[src/rtl/bsr_pkg.sv]
package bsr_pkg;
  parameter int unsigned BSR_W = 8;
  typedef logic [BSR_W-1:0] bsr_char_t;
  typedef enum logic [1:0] {ST_OFF, ST_HUNT, ST_CONF, ST_SYNC} bsr_state_e;

  // data bits per character: code 0..3 -> BSR_W-3 .. BSR_W
  function automatic int unsigned len_bits(input logic [1:0] code);
    return BSR_W - 3 + int'(code);
  endfunction

  function automatic bsr_char_t len_mask(input logic [1:0] code);
    bsr_char_t m;
    m = '1;
    return ~(m << len_bits(code));
  endfunction

  // newest bit sits at the MSB; the character is the top len bits
  function automatic bsr_char_t pick_char(input bsr_char_t sh, input logic [1:0] code);
    return sh >> (BSR_W - len_bits(code));
  endfunction

  function automatic logic parity_wrong(input bsr_char_t d, input logic pbit, input logic odd);
    return ((^d) ^ pbit) != odd;
  endfunction
endpackage

[src/rtl/bsr_deser.sv]
module bsr_deser
  import bsr_pkg::*;
(
  input  logic       clk,
  input  logic       rst_n,
  input  logic       tick,
  input  logic       bit_in,
  input  logic       hunting,
  input  logic       assembling,
  input  logic       jam_go,
  input  logic [1:0] len_sel,
  input  logic       par_en,
  input  logic       par_odd,
  input  bsr_char_t  syn1,
  output logic       hunt_hit,
  output logic       char_done,
  output bsr_char_t  char_val,
  output logic       par_bad
);
  localparam int CNT_W = $clog2(BSR_W + 2);

  logic [CNT_W-1:0] cnt, nlen, last;
  bsr_char_t sh, sh_nx;
  logic skip, shift_en, at_last;

  assign nlen     = CNT_W'(len_bits(len_sel));
  assign last     = nlen + CNT_W'(par_en) - CNT_W'(1);
  assign shift_en = tick && (hunting || jam_go || (assembling && cnt < nlen));
  assign sh_nx    = shift_en ? {bit_in, sh[BSR_W-1:1]} : sh;
  assign char_val = pick_char(sh_nx, len_sel);
  assign hunt_hit = tick && hunting && (char_val == (syn1 & len_mask(len_sel)));
  assign at_last  = tick && assembling && !jam_go && (cnt == last);
  assign char_done = at_last && !skip;
  assign par_bad  = par_en && parity_wrong(char_val, bit_in, par_odd);

  always_ff @(posedge clk or negedge rst_n) begin
    if (!rst_n) begin
      sh   <= '0;
      cnt  <= '0;
      skip <= 1'b0;
    end else begin
      sh <= sh_nx;
      if (tick && jam_go) begin
        cnt  <= CNT_W'(1);
        skip <= 1'b0;
      end else if (!(hunting || assembling)) begin
        cnt  <= '0;
        skip <= 1'b0;
      end else if (hunt_hit) begin
        // parity bit of the matched SYN1 is consumed as a silent character end
        cnt  <= par_en ? nlen : '0;
        skip <= par_en;
      end else if (tick && assembling) begin
        if (cnt == last) begin
          cnt  <= '0;
          skip <= 1'b0;
        end else begin
          cnt <= cnt + CNT_W'(1);
        end
      end
    end
  end
endmodule

[src/rtl/bsr_filter.sv]
module bsr_filter
  import bsr_pkg::*;
(
  input  bsr_char_t val,
  input  bsr_char_t syn1_m,
  input  bsr_char_t syn2_m,
  input  bsr_char_t dle_m,
  input  logic      single_syn,
  input  logic      transparent,
  input  logic      strip_en,
  input  logic      jam_sel,
  input  logic      par_en,
  input  logic      prev_s1,
  input  logic      dle_open,
  output logic      drop,
  output logic      syn_hit,
  output logic      dle_val,
  output logic      nxt_prev_s1,
  output logic      nxt_dle_open
);
  logic is_s1, is_s2, is_dle;

  assign is_s1  = (val == syn1_m);
  assign is_s2  = (val == syn2_m);
  assign is_dle = (val == dle_m);

  always_comb begin
    if (transparent) begin
      drop    = strip_en && ((is_dle && !dle_open) || (is_s1 && dle_open));
      syn_hit = !jam_sel && dle_open && is_s1;
    end else if (single_syn) begin
      drop    = strip_en && is_s1;
      syn_hit = !jam_sel && is_s1;
    end else begin
      drop    = strip_en && (is_s1 || (is_s2 && prev_s1));
      syn_hit = !jam_sel && prev_s1 && is_s2;
    end
  end

  assign dle_val      = !par_en && !is_dle && !is_s1;
  assign nxt_prev_s1  = is_s1;
  assign nxt_dle_open = transparent && is_dle && !dle_open;
endmodule

[src/rtl/bsr_hold.sv]
module bsr_hold
  import bsr_pkg::*;
(
  input  logic      clk,
  input  logic      rst_n,
  input  logic      clear_all,
  input  logic      ld,
  input  bsr_char_t val,
  input  logic      par_bad,
  input  logic      syn_set,
  input  logic      dle_upd,
  input  logic      dle_val,
  input  logic      data_read,
  input  logic      status_read,
  input  logic      err_clear,
  output bsr_char_t rx_data,
  output logic      rx_ready,
  output logic      par_err,
  output logic      overrun,
  output logic      syn_det,
  output logic      dle_det
);
  always_ff @(posedge clk or negedge rst_n) begin
    if (!rst_n) begin
      rx_data  <= '0;
      rx_ready <= 1'b0;
      par_err  <= 1'b0;
      overrun  <= 1'b0;
      syn_det  <= 1'b0;
      dle_det  <= 1'b0;
    end else begin
      if (ld) rx_data <= val;

      if (clear_all)      rx_ready <= 1'b0;
      else if (ld)        rx_ready <= 1'b1;
      else if (data_read) rx_ready <= 1'b0;

      if (ld && rx_ready && !data_read) overrun <= 1'b1;
      else if (err_clear)               overrun <= 1'b0;

      if (ld && par_bad)  par_err <= 1'b1;
      else if (err_clear) par_err <= 1'b0;

      if (clear_all)        syn_det <= 1'b0;
      else if (syn_set)     syn_det <= 1'b1;
      else if (status_read) syn_det <= 1'b0;

      if (clear_all || err_clear) dle_det <= 1'b0;
      else if (dle_upd)           dle_det <= dle_val;
    end
  end
endmodule

[src/rtl/bisync_rx.sv]
module bisync_rx
  import bsr_pkg::*;
(
  input  logic       clk,
  input  logic       rst_n,
  input  logic       rx_en,
  input  logic       rx_bit,
  input  logic       bit_tick,
  input  logic [7:0] syn1,
  input  logic [7:0] syn2,
  input  logic [7:0] dle,
  input  logic [1:0] len_sel,
  input  logic       par_en,
  input  logic       par_odd,
  input  logic       single_syn,
  input  logic       transparent,
  input  logic       strip_en,
  input  logic       jam_sel,
  input  logic       jam_in,
  input  logic       err_clear,
  input  logic       data_read,
  input  logic       status_read,
  output logic [7:0] rx_data,
  output logic       rx_ready,
  output logic       par_err,
  output logic       overrun,
  output logic       syn_det,
  output logic       dle_det,
  output logic       in_sync
);
  bsr_state_e st, st_nx;
  bsr_char_t  syn1_m, syn2_m, dle_m, char_val;
  logic jam_q, jam_pend, jam_go, hunting, assembling;
  logic hunt_hit, char_done, par_bad, sync_char, conf_ok;
  logic prev_s1, dle_open, drop, syn_hit, dle_val, nxt_prev_s1, nxt_dle_open;
  logic ld, syn_set, dle_upd;

  assign syn1_m = syn1 & len_mask(len_sel);
  assign syn2_m = syn2 & len_mask(len_sel);
  assign dle_m  = dle  & len_mask(len_sel);

  assign jam_go     = bit_tick && jam_pend && jam_sel && (st != ST_OFF);
  assign hunting    = (st == ST_HUNT) && !jam_sel;
  assign assembling = (st == ST_CONF) || (st == ST_SYNC);

  bsr_deser u_deser (
    .clk, .rst_n, .tick(bit_tick), .bit_in(rx_bit), .hunting, .assembling, .jam_go,
    .len_sel, .par_en, .par_odd, .syn1(syn1_m),
    .hunt_hit, .char_done, .char_val, .par_bad
  );

  bsr_filter u_filter (
    .val(char_val), .syn1_m, .syn2_m, .dle_m, .single_syn, .transparent, .strip_en,
    .jam_sel, .par_en, .prev_s1, .dle_open,
    .drop, .syn_hit, .dle_val, .nxt_prev_s1, .nxt_dle_open
  );

  assign conf_ok   = (st == ST_CONF) && char_done && !jam_go && (char_val == syn2_m);
  assign sync_char = (st == ST_SYNC) && char_done;
  assign ld        = sync_char && !drop;
  assign dle_upd   = sync_char && dle_open;
  assign syn_set   = jam_go || (hunt_hit && single_syn) || conf_ok || (sync_char && syn_hit);

  always_comb begin
    st_nx = st;
    if (!rx_en) st_nx = ST_OFF;
    else begin
      case (st)
        ST_OFF:  st_nx = ST_HUNT;
        ST_HUNT: if (jam_go) st_nx = ST_SYNC;
                 else if (hunt_hit) st_nx = single_syn ? ST_SYNC : ST_CONF;
        ST_CONF: if (jam_go || conf_ok) st_nx = ST_SYNC;
                 else if (char_done) st_nx = ST_HUNT;
        default: st_nx = ST_SYNC;
      endcase
    end
  end

  always_ff @(posedge clk or negedge rst_n) begin
    if (!rst_n) begin
      st       <= ST_OFF;
      jam_q    <= 1'b0;
      jam_pend <= 1'b0;
      prev_s1  <= 1'b0;
      dle_open <= 1'b0;
    end else begin
      st    <= st_nx;
      jam_q <= jam_in;
      if (!rx_en || jam_go) jam_pend <= 1'b0;
      else if (jam_in && !jam_q && jam_sel && st != ST_OFF) jam_pend <= 1'b1;
      if (st != ST_SYNC) begin
        prev_s1  <= 1'b0;
        dle_open <= 1'b0;
      end else if (sync_char) begin
        prev_s1  <= nxt_prev_s1;
        dle_open <= nxt_dle_open;
      end
    end
  end

  assign in_sync = (st == ST_SYNC);

  bsr_hold u_hold (
    .clk, .rst_n, .clear_all(!rx_en), .ld, .val(char_val), .par_bad, .syn_set,
    .dle_upd, .dle_val, .data_read, .status_read, .err_clear,
    .rx_data, .rx_ready, .par_err, .overrun, .syn_det, .dle_det
  );
endmodule

[config.mk]
export PLATFORM = sky130hd
export DESIGN_NAME = bisync_rx
export DESIGN_NICKNAME = d
export VERILOG_FILES = /design/src/rtl/bsr_pkg.sv /design/src/rtl/bsr_deser.sv /design/src/rtl/bsr_filter.sv /design/src/rtl/bsr_hold.sv /design/src/rtl/bisync_rx.sv
export SDC_FILE = /design/constraint.sdc
export NUM_CORES = 1
export LEC_CHECK = 0
export BUFFER_PORTS_ARGS = -buffer_cell sky130_fd_sc_hd__buf_2
export CAP_MARGIN = 20
export CORE_MARGIN = 3
export CORE_UTILIZATION = 40
export CTS_CLUSTER_SIZE = 16
export DETAILED_ROUTE_END_ITERATION = 12
export HOLD_SLACK_MARGIN = 0.05
export PLACE_DENSITY = 0.63
export SYNTH_ARGS = -nofsm -noshare
export SYNTH_HDL_FRONTEND = slang
export SYNTH_SLANG_ARGS = --single-unit
[constraint.sdc]
create_clock -name clk -period 6.05 [get_ports clk]
set_input_delay 0 -clock clk [delete_from_list [all_inputs] [get_ports clk]]
set_output_delay 0 -clock clk [all_outputs]
set_load 0.02 [all_outputs]
After elaboration in Yosys (flattened, before gate mapping). Cells that the tools add are included.

Flip-flop bits (word level): 32. Input bits: 41. Output and inout port bits: 14.

Shifts and indexed selects: 2. Add/subtract/negate cells: 5. Reductions and logical operators: 76. Bitwise logic cells: 6. Muxes and demuxes: 40. $lt $le $gt $ge: 1. Equal/unequal tests: 16.

Operator list (number): 1-bit logical AND (43); 8-bit bitwise AND (4); 8-bit equality test (4); 8-bit by 32-bit left shift with 8-bit output, first input constant (1); 8-bit by 32-bit right shift with 8-bit output (1); 4-bit by 32-bit subtractor with 32-bit output, first input constant (1); 1-bit two-way mux (27); 4-bit two-way mux (6); 1-bit logical OR (12); 2-bit nonzero test (6); 1-bit logical NOT (11); 2-bit two-way mux (5); 8-bit two-way mux (1); 4-bit by 2-bit inequality test with 1-bit output, second input constant (2); 8-bit inverter (1); 8-bit parity (1); 3-bit by 1-bit inequality test with 1-bit output, second input constant (2); 2-bit case mux with 3 select lines (1); 3-bit by 2-bit adder with 4-bit output, first input constant (1); 4-bit by 1-bit adder with 4-bit output (1); 4-bit by 1-bit adder with 4-bit output, second input constant (1); 2-bit equality test, second input constant (2); 4-bit equality test (1); 4-bit less-than comparator (1); other kinds (9) (10).

Logic depth before layout (Yosys ltp). Gate-level depths: netlist of the first run.

Word-level depth: 19. Gate-level depth with buffers: 19. Gate-level depth less buffers: 14.

By module. Synthesis of the first run repeated with hierarchy kept, for this count alone.

Cell total of the unflattened synthesis: 398. Area, all modules: 3398.3 um^2.

Modules (own cells, without submodules): bsr_deser (seq. area each 325.3 um^2, cells an instance 245, times used 1, area an instance 1936.9 um^2); bisync_rx (seq. area each 150.1 um^2, cells an instance 76, times used 1, area an instance 619.3 um^2); bsr_hold (seq. area each 325.3 um^2, cells an instance 35, times used 1, area an instance 524.3 um^2); bsr_filter (seq. area each 0.0 um^2, cells an instance 42, times used 1, area an instance 317.8 um^2).

Worst setup path after synthesis of the first run. Ideal clock, no wire load.

Path type: input-to-reg. From: input len_sel[0]. To: register u_hold.rx_data[0]. Stages: 17. Setup time: 0.125 ns. Data required time: 5.925 ns. Setup slack: 2.111 ns. Data arrival time: 3.814 ns. Cells stage by stage: buf_6 -> inv_1 -> ha_1 -> clkbuf_1 -> inv_1 -> ha_1 -> o21a_4 -> o211ai_4 -> mux2i_1 -> or4b_4 -> and3_1 -> nor4_1 -> nor4b_4 -> a21oi_2 -> a221oi_2 -> buf_6 -> mux2_4.

Cells in the longest elaborated chain, start to end: 15.

RTL lines: start: declaration (line bisync_rx.sv:12) `input logic [1:0] len_sel,`; 3-bit by 2-bit adder with 4-bit output * (line bsr_pkg.sv:8) `return BSR_W - 3 + int'(code);`; branches (longest 14 deep; another with 4-bit by 32-bit subtractor with 32-bit output); end signal: assignment (line bsr_hold.sv:32) `if (ld) rx_data <= val;`; end: declaration (line bsr_hold.sv:16) `output bsr_char_t rx_data,`.

Every way passes the cells marked *. A chain may end at the register's enable or synchronous reset.

Worst setup path in the final report of the first run.
From: input len_sel[0]. To: register u_hold.rx_data[2].

The elaborated chain is that of the path after synthesis.

==> impl_metrics.yaml, run 1 <==
hold_path:
  hold_path.class: "primary input to register"
  hold_start: "rx_bit"
  holdPathEnd: "u_deser.sh[7]"
  min_path_cells: 2
detailed_routing:
  dr_total_vias: 2615
  vias_per_cell: 5.38
  drt_iter0_markers: 179
  antenna_left: 0
  dr.pass1.iters: 4
  drc: 0
  routed_wirelength_mm: 7.68
  routedWlPerCell_um: 15.8
power:
  power_density_nw_per_um2: 233
  p_leak_nw: 1.65
  ir_worst_vdd_mv: 0.0907
yosys:
  synth_edf_count: 0
  ys_seq_area_share_pct: 26.8
  synth_nets: 387
  synth_top_area_cell: "dfrtp_1"
  synth_seq_cells: 32
  syn_area_um2: 2990
  synthArstFlopShare_pct: 100
  syn_inst: 334
  ys.flop_type: "dfrtp_1"
  synthTopCellsByArea: "dfrtp_1, mux2i_1, mux2_2"
  syn_area_per_cell_um2: 8.94
  yosysUniqueCellTypes: 61
  yosys_warnings: 0
  yosysTopAreaCellShare_pct: 26.8
floorplanning:
  die_x_um: 92.4
  die_h_um: 92.4
  rows: 30
  io_pins: 55
  start_util_pct: 42.5
  dieArea_um2: 8540
  core-area_um2: 7020
timing:
  fin_crit_ns: 4.63
  rsz0062_at_grt: "false"
  relSlewSlack_pct: 51.1
  tightest_slew_ns: 0.734
  max_freq_mhz: 216
  setup_viol: 0
  finClkSkew_ns: 0.0113
  slew_violations: 0
  finalHoldViolations: 0
  tns_ns: 0
  hold_slack_ns: 0.0568
  min_period_over_period_pct: 76.5
place:
  place.gp.congestion: 0.858
  hpwl_mm: 5.84
  numPortBuffers: 54
  place_inst: 471
critical_path:
  startpoint_type: "primary input"
  crit_required_ns: 6.23
  startpoint: "len_sel[0]"
  arrival_ns: 4.81
  worstPathMaxFanout: 22
  crit_type: "primary input to register"
  r2r_end: "u_hold.rx_data[2]"
  rr_worst_depth: 11
  r2r_setup_slack_ns: 1.86
  r2r-start: "st[1]"
  end_kind: "register"
global_routing:
  track_usage_pct: 18.7
  grt_pass1_vias: 2579
  grt_antenna_before_repair: 0
  grt_pass1_wl_mm: 12.9
  overflow: 0
  grt_start_max_net_pins: 33
job:
  maxCapViolCount: 0
clocking:
  clock_path_buffers: 2
  clock-root-buffer: "clkbuf_8"
  cts.sinks: 32
  ctsResizeCount: 0
  cts_tree: "yes"
  cts_max_level: 2
  clock_latency_ns: 0.29
  numCtsBuffers: 5
  path_clk_slew_ns: 0.07
layout:
  final_nets: 442
  syn_to_final_growth_pct: 17.4
  drive_gt1_share_pct: 24.4
  fill_cells: 678
  mostFrequentLayoutCells: "buf_2, dfrtp_1, nand2_1"
  post_layout_nonfiller_instances: 486
  seq_area_um2: 801
  antennaDiodeCount: 0
  multi_input_comb_area_um2: 2020
  layout_commonest_cell: "buf_2"
outcome:
  outcome: "completed"
[worst max-delay path by stage]
stage / slack, ns / cells after the start / end
floorplan: 2.11 / 17 / u_hold.rx_data[0]
detailed placement: 1.10 / 16 / u_hold.rx_data[2]
global route: 1.08 / 16 / u_hold.rx_data[2]
CTS: 1.40 / 16 / u_hold.rx_data[2]
finish: 1.42 / 16 / u_hold.rx_data[2]
global placement: 1.34 / 16 / u_hold.rx_data[2]
[synthesized netlist by cell type (3+ instances only)]
cell,number
dfrtp_1,32
nand3b_1,3
o2111ai_1,3
mux2i_1,21
and2_1,4
mux2_4,4
ha_1,12
nand2_1,28
buf_2,3
nand3_1,7
nor4_1,3
o211ai_1,3
clkbuf_1,8
nand2b_1,7
nor2b_1,11
a21boi_0,6
a21oi_1,15
o21ai_0,14
mux2_2,14
nor2_1,14
nand4_1,6
nor3_1,6
and3_1,8
nor3b_1,3
inv_1,24
xnor2_1,17
xor2_1,10
o22ai_1,4
or3_1,4
[through the flow]
step	util (%)	power, mW	worst slack, ns	area [um2]
after floorplan	-	0.499	2.11	2990
after global placement	47.1	0.580	1.34	3310
after detailed placement	47.1	0.583	1.10	3310
after CTS	49.9	0.819	1.40	3500
after global routing	49.9	0.867	1.08	3500
final	49.9	0.815	1.42	3500
[worst max-delay path, cell delays in order]
cell	delay, ns
buf_2	0.37
inv_1	0.20
ha_1	0.57
inv_1	0.15
ha_1	0.33
o21a_4	0.14
o211ai_4	0.09
a21oi_4	0.53
mux2i_1	0.65
xnor2_1	0.19
o211ai_1	0.11
nor4_1	0.41
nand4_1	0.20
a221oi_2	0.25
buf_4	0.25
mux2_2	0.35
[kinds of logic after synthesis]
family / after synthesis / synth area share, %
XOR/XNOR: 27 / 7.92
flip-flops: 32 / 26.8
adder cells (fa/ha/maj): 12 / 5.03
AND/OR/NAND/NOR: 112 / 21.6
buffers and inverters: 38 / 5.53
multiplexers: 40 / 15.2
AO/OA/AOI/OAI: 73 / 17.9
[area by class of cell]
type / count / share of cell area, %
clock buffers: 7 / 2.75
clock inverters: 1 / 0.857
inverters: 24 / 2.57
multi-input cells: 264 / 57.6
flip-flops and latches: 32 / 22.8
well taps: 96 / 3.43
repair buffers: 62 / 9.93
[power breakdown]
part	switching [mW]	internal (mW)	total, mW
Clock	0.0841	0.145	0.229
Sequential	0.0343	0.237	0.271
Combinational	0.171	0.144	0.315
Total	0.289	0.526	0.815
[layer usage]
metal / up-vias / share of wire [%] / global-route usage (%)
met2: 65 / 46 / 30.2
li1: 1309 / - / -
met1: 1233 / 48 / 25.7
met5: - / 0 / 0
met3: 8 / 5.6 / 3.25
met4: 0 / 1.2 / 4.83
[what timing repair did]
item,CTS,global route
hold endpoints to repair,41,0
hold buffers,7,0
setup buffers,0,0
[state kept, by name, summed over array words and instances, names as in the netlist, 2 cells and up]
register        count
st                  2
u_deser.sh          8
u_deser.cnt         4
u_hold.rx_data      8
Note: power is estimated with default switching activity, not from simulation.
==> run 2, diff against run 1 <==
--- a/config.mk
+++ b/config.mk
@@ -5,6 +5,7 @@
 export SDC_FILE = /design/constraint.sdc
 export NUM_CORES = 1
 export LEC_CHECK = 0
+export ABC_AREA = 1
 export BUFFER_PORTS_ARGS = -buffer_cell sky130_fd_sc_hd__buf_2
 export CAP_MARGIN = 20
 export CORE_MARGIN = 3
@@ -12,7 +13,7 @@
 export CTS_CLUSTER_SIZE = 16
 export DETAILED_ROUTE_END_ITERATION = 12
 export HOLD_SLACK_MARGIN = 0.05
-export PLACE_DENSITY = 0.63
+export PLACE_DENSITY = 0.62
 export SYNTH_ARGS = -nofsm -noshare
 export SYNTH_HDL_FRONTEND = slang
 export SYNTH_SLANG_ARGS = --single-unit
==> constraint.sdc (replaced) <==
create_clock -name clk -period 4.61 [get_ports clk]
set_input_delay 0 -clock clk [delete_from_list [all_inputs] [get_ports clk]]
set_output_delay 0 -clock clk [all_outputs]
set_load 0.02 [all_outputs]
==> run 2 against run 1 <==
Cell count up 31%. Sequential cell count unchanged. Core utilization down 1.4 points. Total power up 47%. Setup slack worse by 0.14 ns.
==> impl_metrics.yaml, run 2 <==
detailed_routing:
  antenna_left: 0
  drc: 0
  routedWlPerCell_um: 12.2
  routed_wirelength_mm: 7.73
  vias_per_cell: 4.77
  dr.pass1.iters: 4
  dr_total_vias: 3027
  drt_iter0_markers: 113
layout:
  fill_cells: 789
  drive_gt1_share_pct: 20.9
  final_util_pct: 48.6
  layout_commonest_cell: "nand2_1"
  final_nets: 588
  antennaDiodeCount: 0
  syn_to_final_growth_pct: 16.8
  mostFrequentLayoutCells: "nand2_1, inv_1, buf_2"
  reg_top3: "u_deser.sh: 8 flops, u_hold.rx_data: 8 flops, u_deser.cnt: 4 flops"
yosys:
  synth_seq_cells: 32
  yosysUniqueCellTypes: 40
  yosys-top-cells-count: "nand2_1, inv_1, nand3_1"
  synth.most_common_cell: "nand2_1"
  syn_inst: 475
  syn_area_per_cell_um2: 6.42
  synth_top_area_cell: "dfrtp_1"
  synthArstFlopShare_pct: 100
  syn_area_um2: 3050
  yosys_warnings: 0
  synthTopCellsByArea: "dfrtp_1, nand2_1, inv_1"
  ys.flop_type: "dfrtp_1"
  synth_edf_count: 0
  yosysTopAreaCellShare_pct: 26.3
  ys_seq_area_share_pct: 26.3
  synth_nets: 528
global_routing:
  grt_start_max_net_pins: 33
  overflow: 0
  grt_antenna_before_repair: 0
  track_usage_pct: 19.0
  grt_pass1_wl_mm: 13.3
  grt_pass1_vias: 2834
clocking:
  clock_path_buffers: 2
  post_cts_buffers: 0
  cts_max_level: 2
  path_clk_slew_ns: 0.07
  ctsResizeCount: 0
  cts.sinks: 32
  clock_latency_ns: 0.29
  cts_tree: "yes"
  holdBufCountCts: 6
  numCtsBuffers: 5
  clock-root-buffer: "clkbuf_8"
timing:
  tightest_slew_ns: 0.713
  setup_viol: 0
  finClkSkew_ns: 0.00281
  tns_ns: 0
  min_period_over_period_pct: 72.2
  max_freq_mhz: 300
  fin_crit_ns: 3.33
  slew_violations: 0
  rsz0062_at_grt: "false"
  finalHoldViolations: 0
  relSlewSlack_pct: 52.5
critical_path:
  end_kind: "register"
  worstPathMaxFanout: 11
  crit_required_ns: 4.84
  crit_type: "register to register"
  arrival_ns: 3.56
  startpoint_type: "register"
floorplanning:
  die_x_um: 93.3
  rows: 31
  dieArea_um2: 8700
  die_h_um: 93.3
  start_util_pct: 41.6
  core-area_um2: 7330
  io_pins: 55
outcome:
  outcome: "completed"
place:
  hpwl_mm: 6.33
  numPortBuffers: 54
  place.gp.congestion: 0.933
power:
  power_density_nw_per_um2: 337
  p_leak_nw: 2.10
  ir_worst_vdd_mv: 0.195
hold_path:
  hold_path.class: "primary input to register"
job:
  maxCapViolCount: 0
run 2: cell types whose count changed in the layout (fill, tap and decap cells not counted), sizes merged, moves of 11 or more:
cell / before / now
mux2i: 21 / 0
mux2: 18 / 0
inv: 24 / 78
a21oi: 17 / 6
xnor2: 17 / 5
nor2b: 11 / 0
nand2: 28 / 171
nand3: 7 / 62
nor2: 14 / 42
run 2: worst paths after layout:
check | startpoint | depth (start not counted) | endpoint | slack (ns)
max | u_deser.cnt[1] | 21 | u_hold.rx_data[6] | 1.28
min | jam_sel | 4 | u_hold.syn_det | 0.06
max reg2reg | u_deser.cnt[1] | 21 | u_hold.rx_data[6] | 1.28
min reg2reg | u_hold.rx_data[3] | 2 | u_hold.rx_data[3] | 0.47
max in group asynchronous | rst_n | 2 | u_deser.sh[7] | 3.86
min in group asynchronous | rst_n | 2 | st[1] | 0.30
run 2: cell families after synthesis:
kind of cell	share of synthesized area [%]
buffers and inverters	11.2
xor gates and xnor gates	2.59
AOI/OAI and AO/OA	5.66
DFF	26.3
and+or+nand+nor	49.3
adders and majority gates	4.93
run 2: cell type report:
cell class | instances | area [um2] | share of cell area [%]
clock inverters | 2 | 10.0 | 0.281
inverters | 79 | 299 | 8.40
repair buffers | 61 | 338 | 9.49
well taps | 99 | 124 | 3.48
flip-flops and latches | 32 | 801 | 22.5
clock buffers | 6 | 82.6 | 2.32
multi-input cells | 356 | 1910 | 53.5
run 2: report_power, final:
group          internal, mW  switching, mW
sequential            0.330         0.0376
clock                 0.119          0.107
combinational         0.213          0.391
total                 0.662          0.536
run 2: worst max-delay path, stage by stage (launching register included):
cell and delay, ns:
dfrtp_1 0.44, ha_1 0.30, o21ai_0 0.07, nand2_1 0.06, nand2_1 0.06, nand2_1 0.07
nand2_4 0.12, nand2_4 0.11, nand2_1 0.13, nand3_1 0.09, nand2_1 0.10, nand3_1 0.16
nand2_2 0.20, xor2_1 0.16, nand2_1 0.07, nor2_1 0.15, nand3_1 0.13, nand2_1 0.09
nand2_1 0.33, nand2_2 0.28, nand2_1 0.07, nand2_1 0.06
run 2: through the flow:
step / total power [mW] / setup WS [ns] / hold slack (ns) / cells / area, um2
after floorplan: 0.834 / 1.83 / -0.296 / 475 / 3050
after global placement: 0.967 / 1.09 / 0.101 / 621 / 3410
after detailed placement: 0.972 / 1.03 / 0.103 / 621 / 3410
after CTS: 1.21 / 1.24 / 0.0515 / 635 / 3560
after global routing: 1.33 / 0.812 / 0.0731 / 635 / 3560
final: 1.20 / 1.28 / 0.0556 / 635 / 3560
run 2: per-layer routing:
metal	global-route usage, %	vias to the layer above	routed length [um]
li1	-	1617	-
met3	2.82	12	332
met4	5.62	0	124
met2	30.0	60	3410
met5	0	-	0
met1	26.8	1338	3870
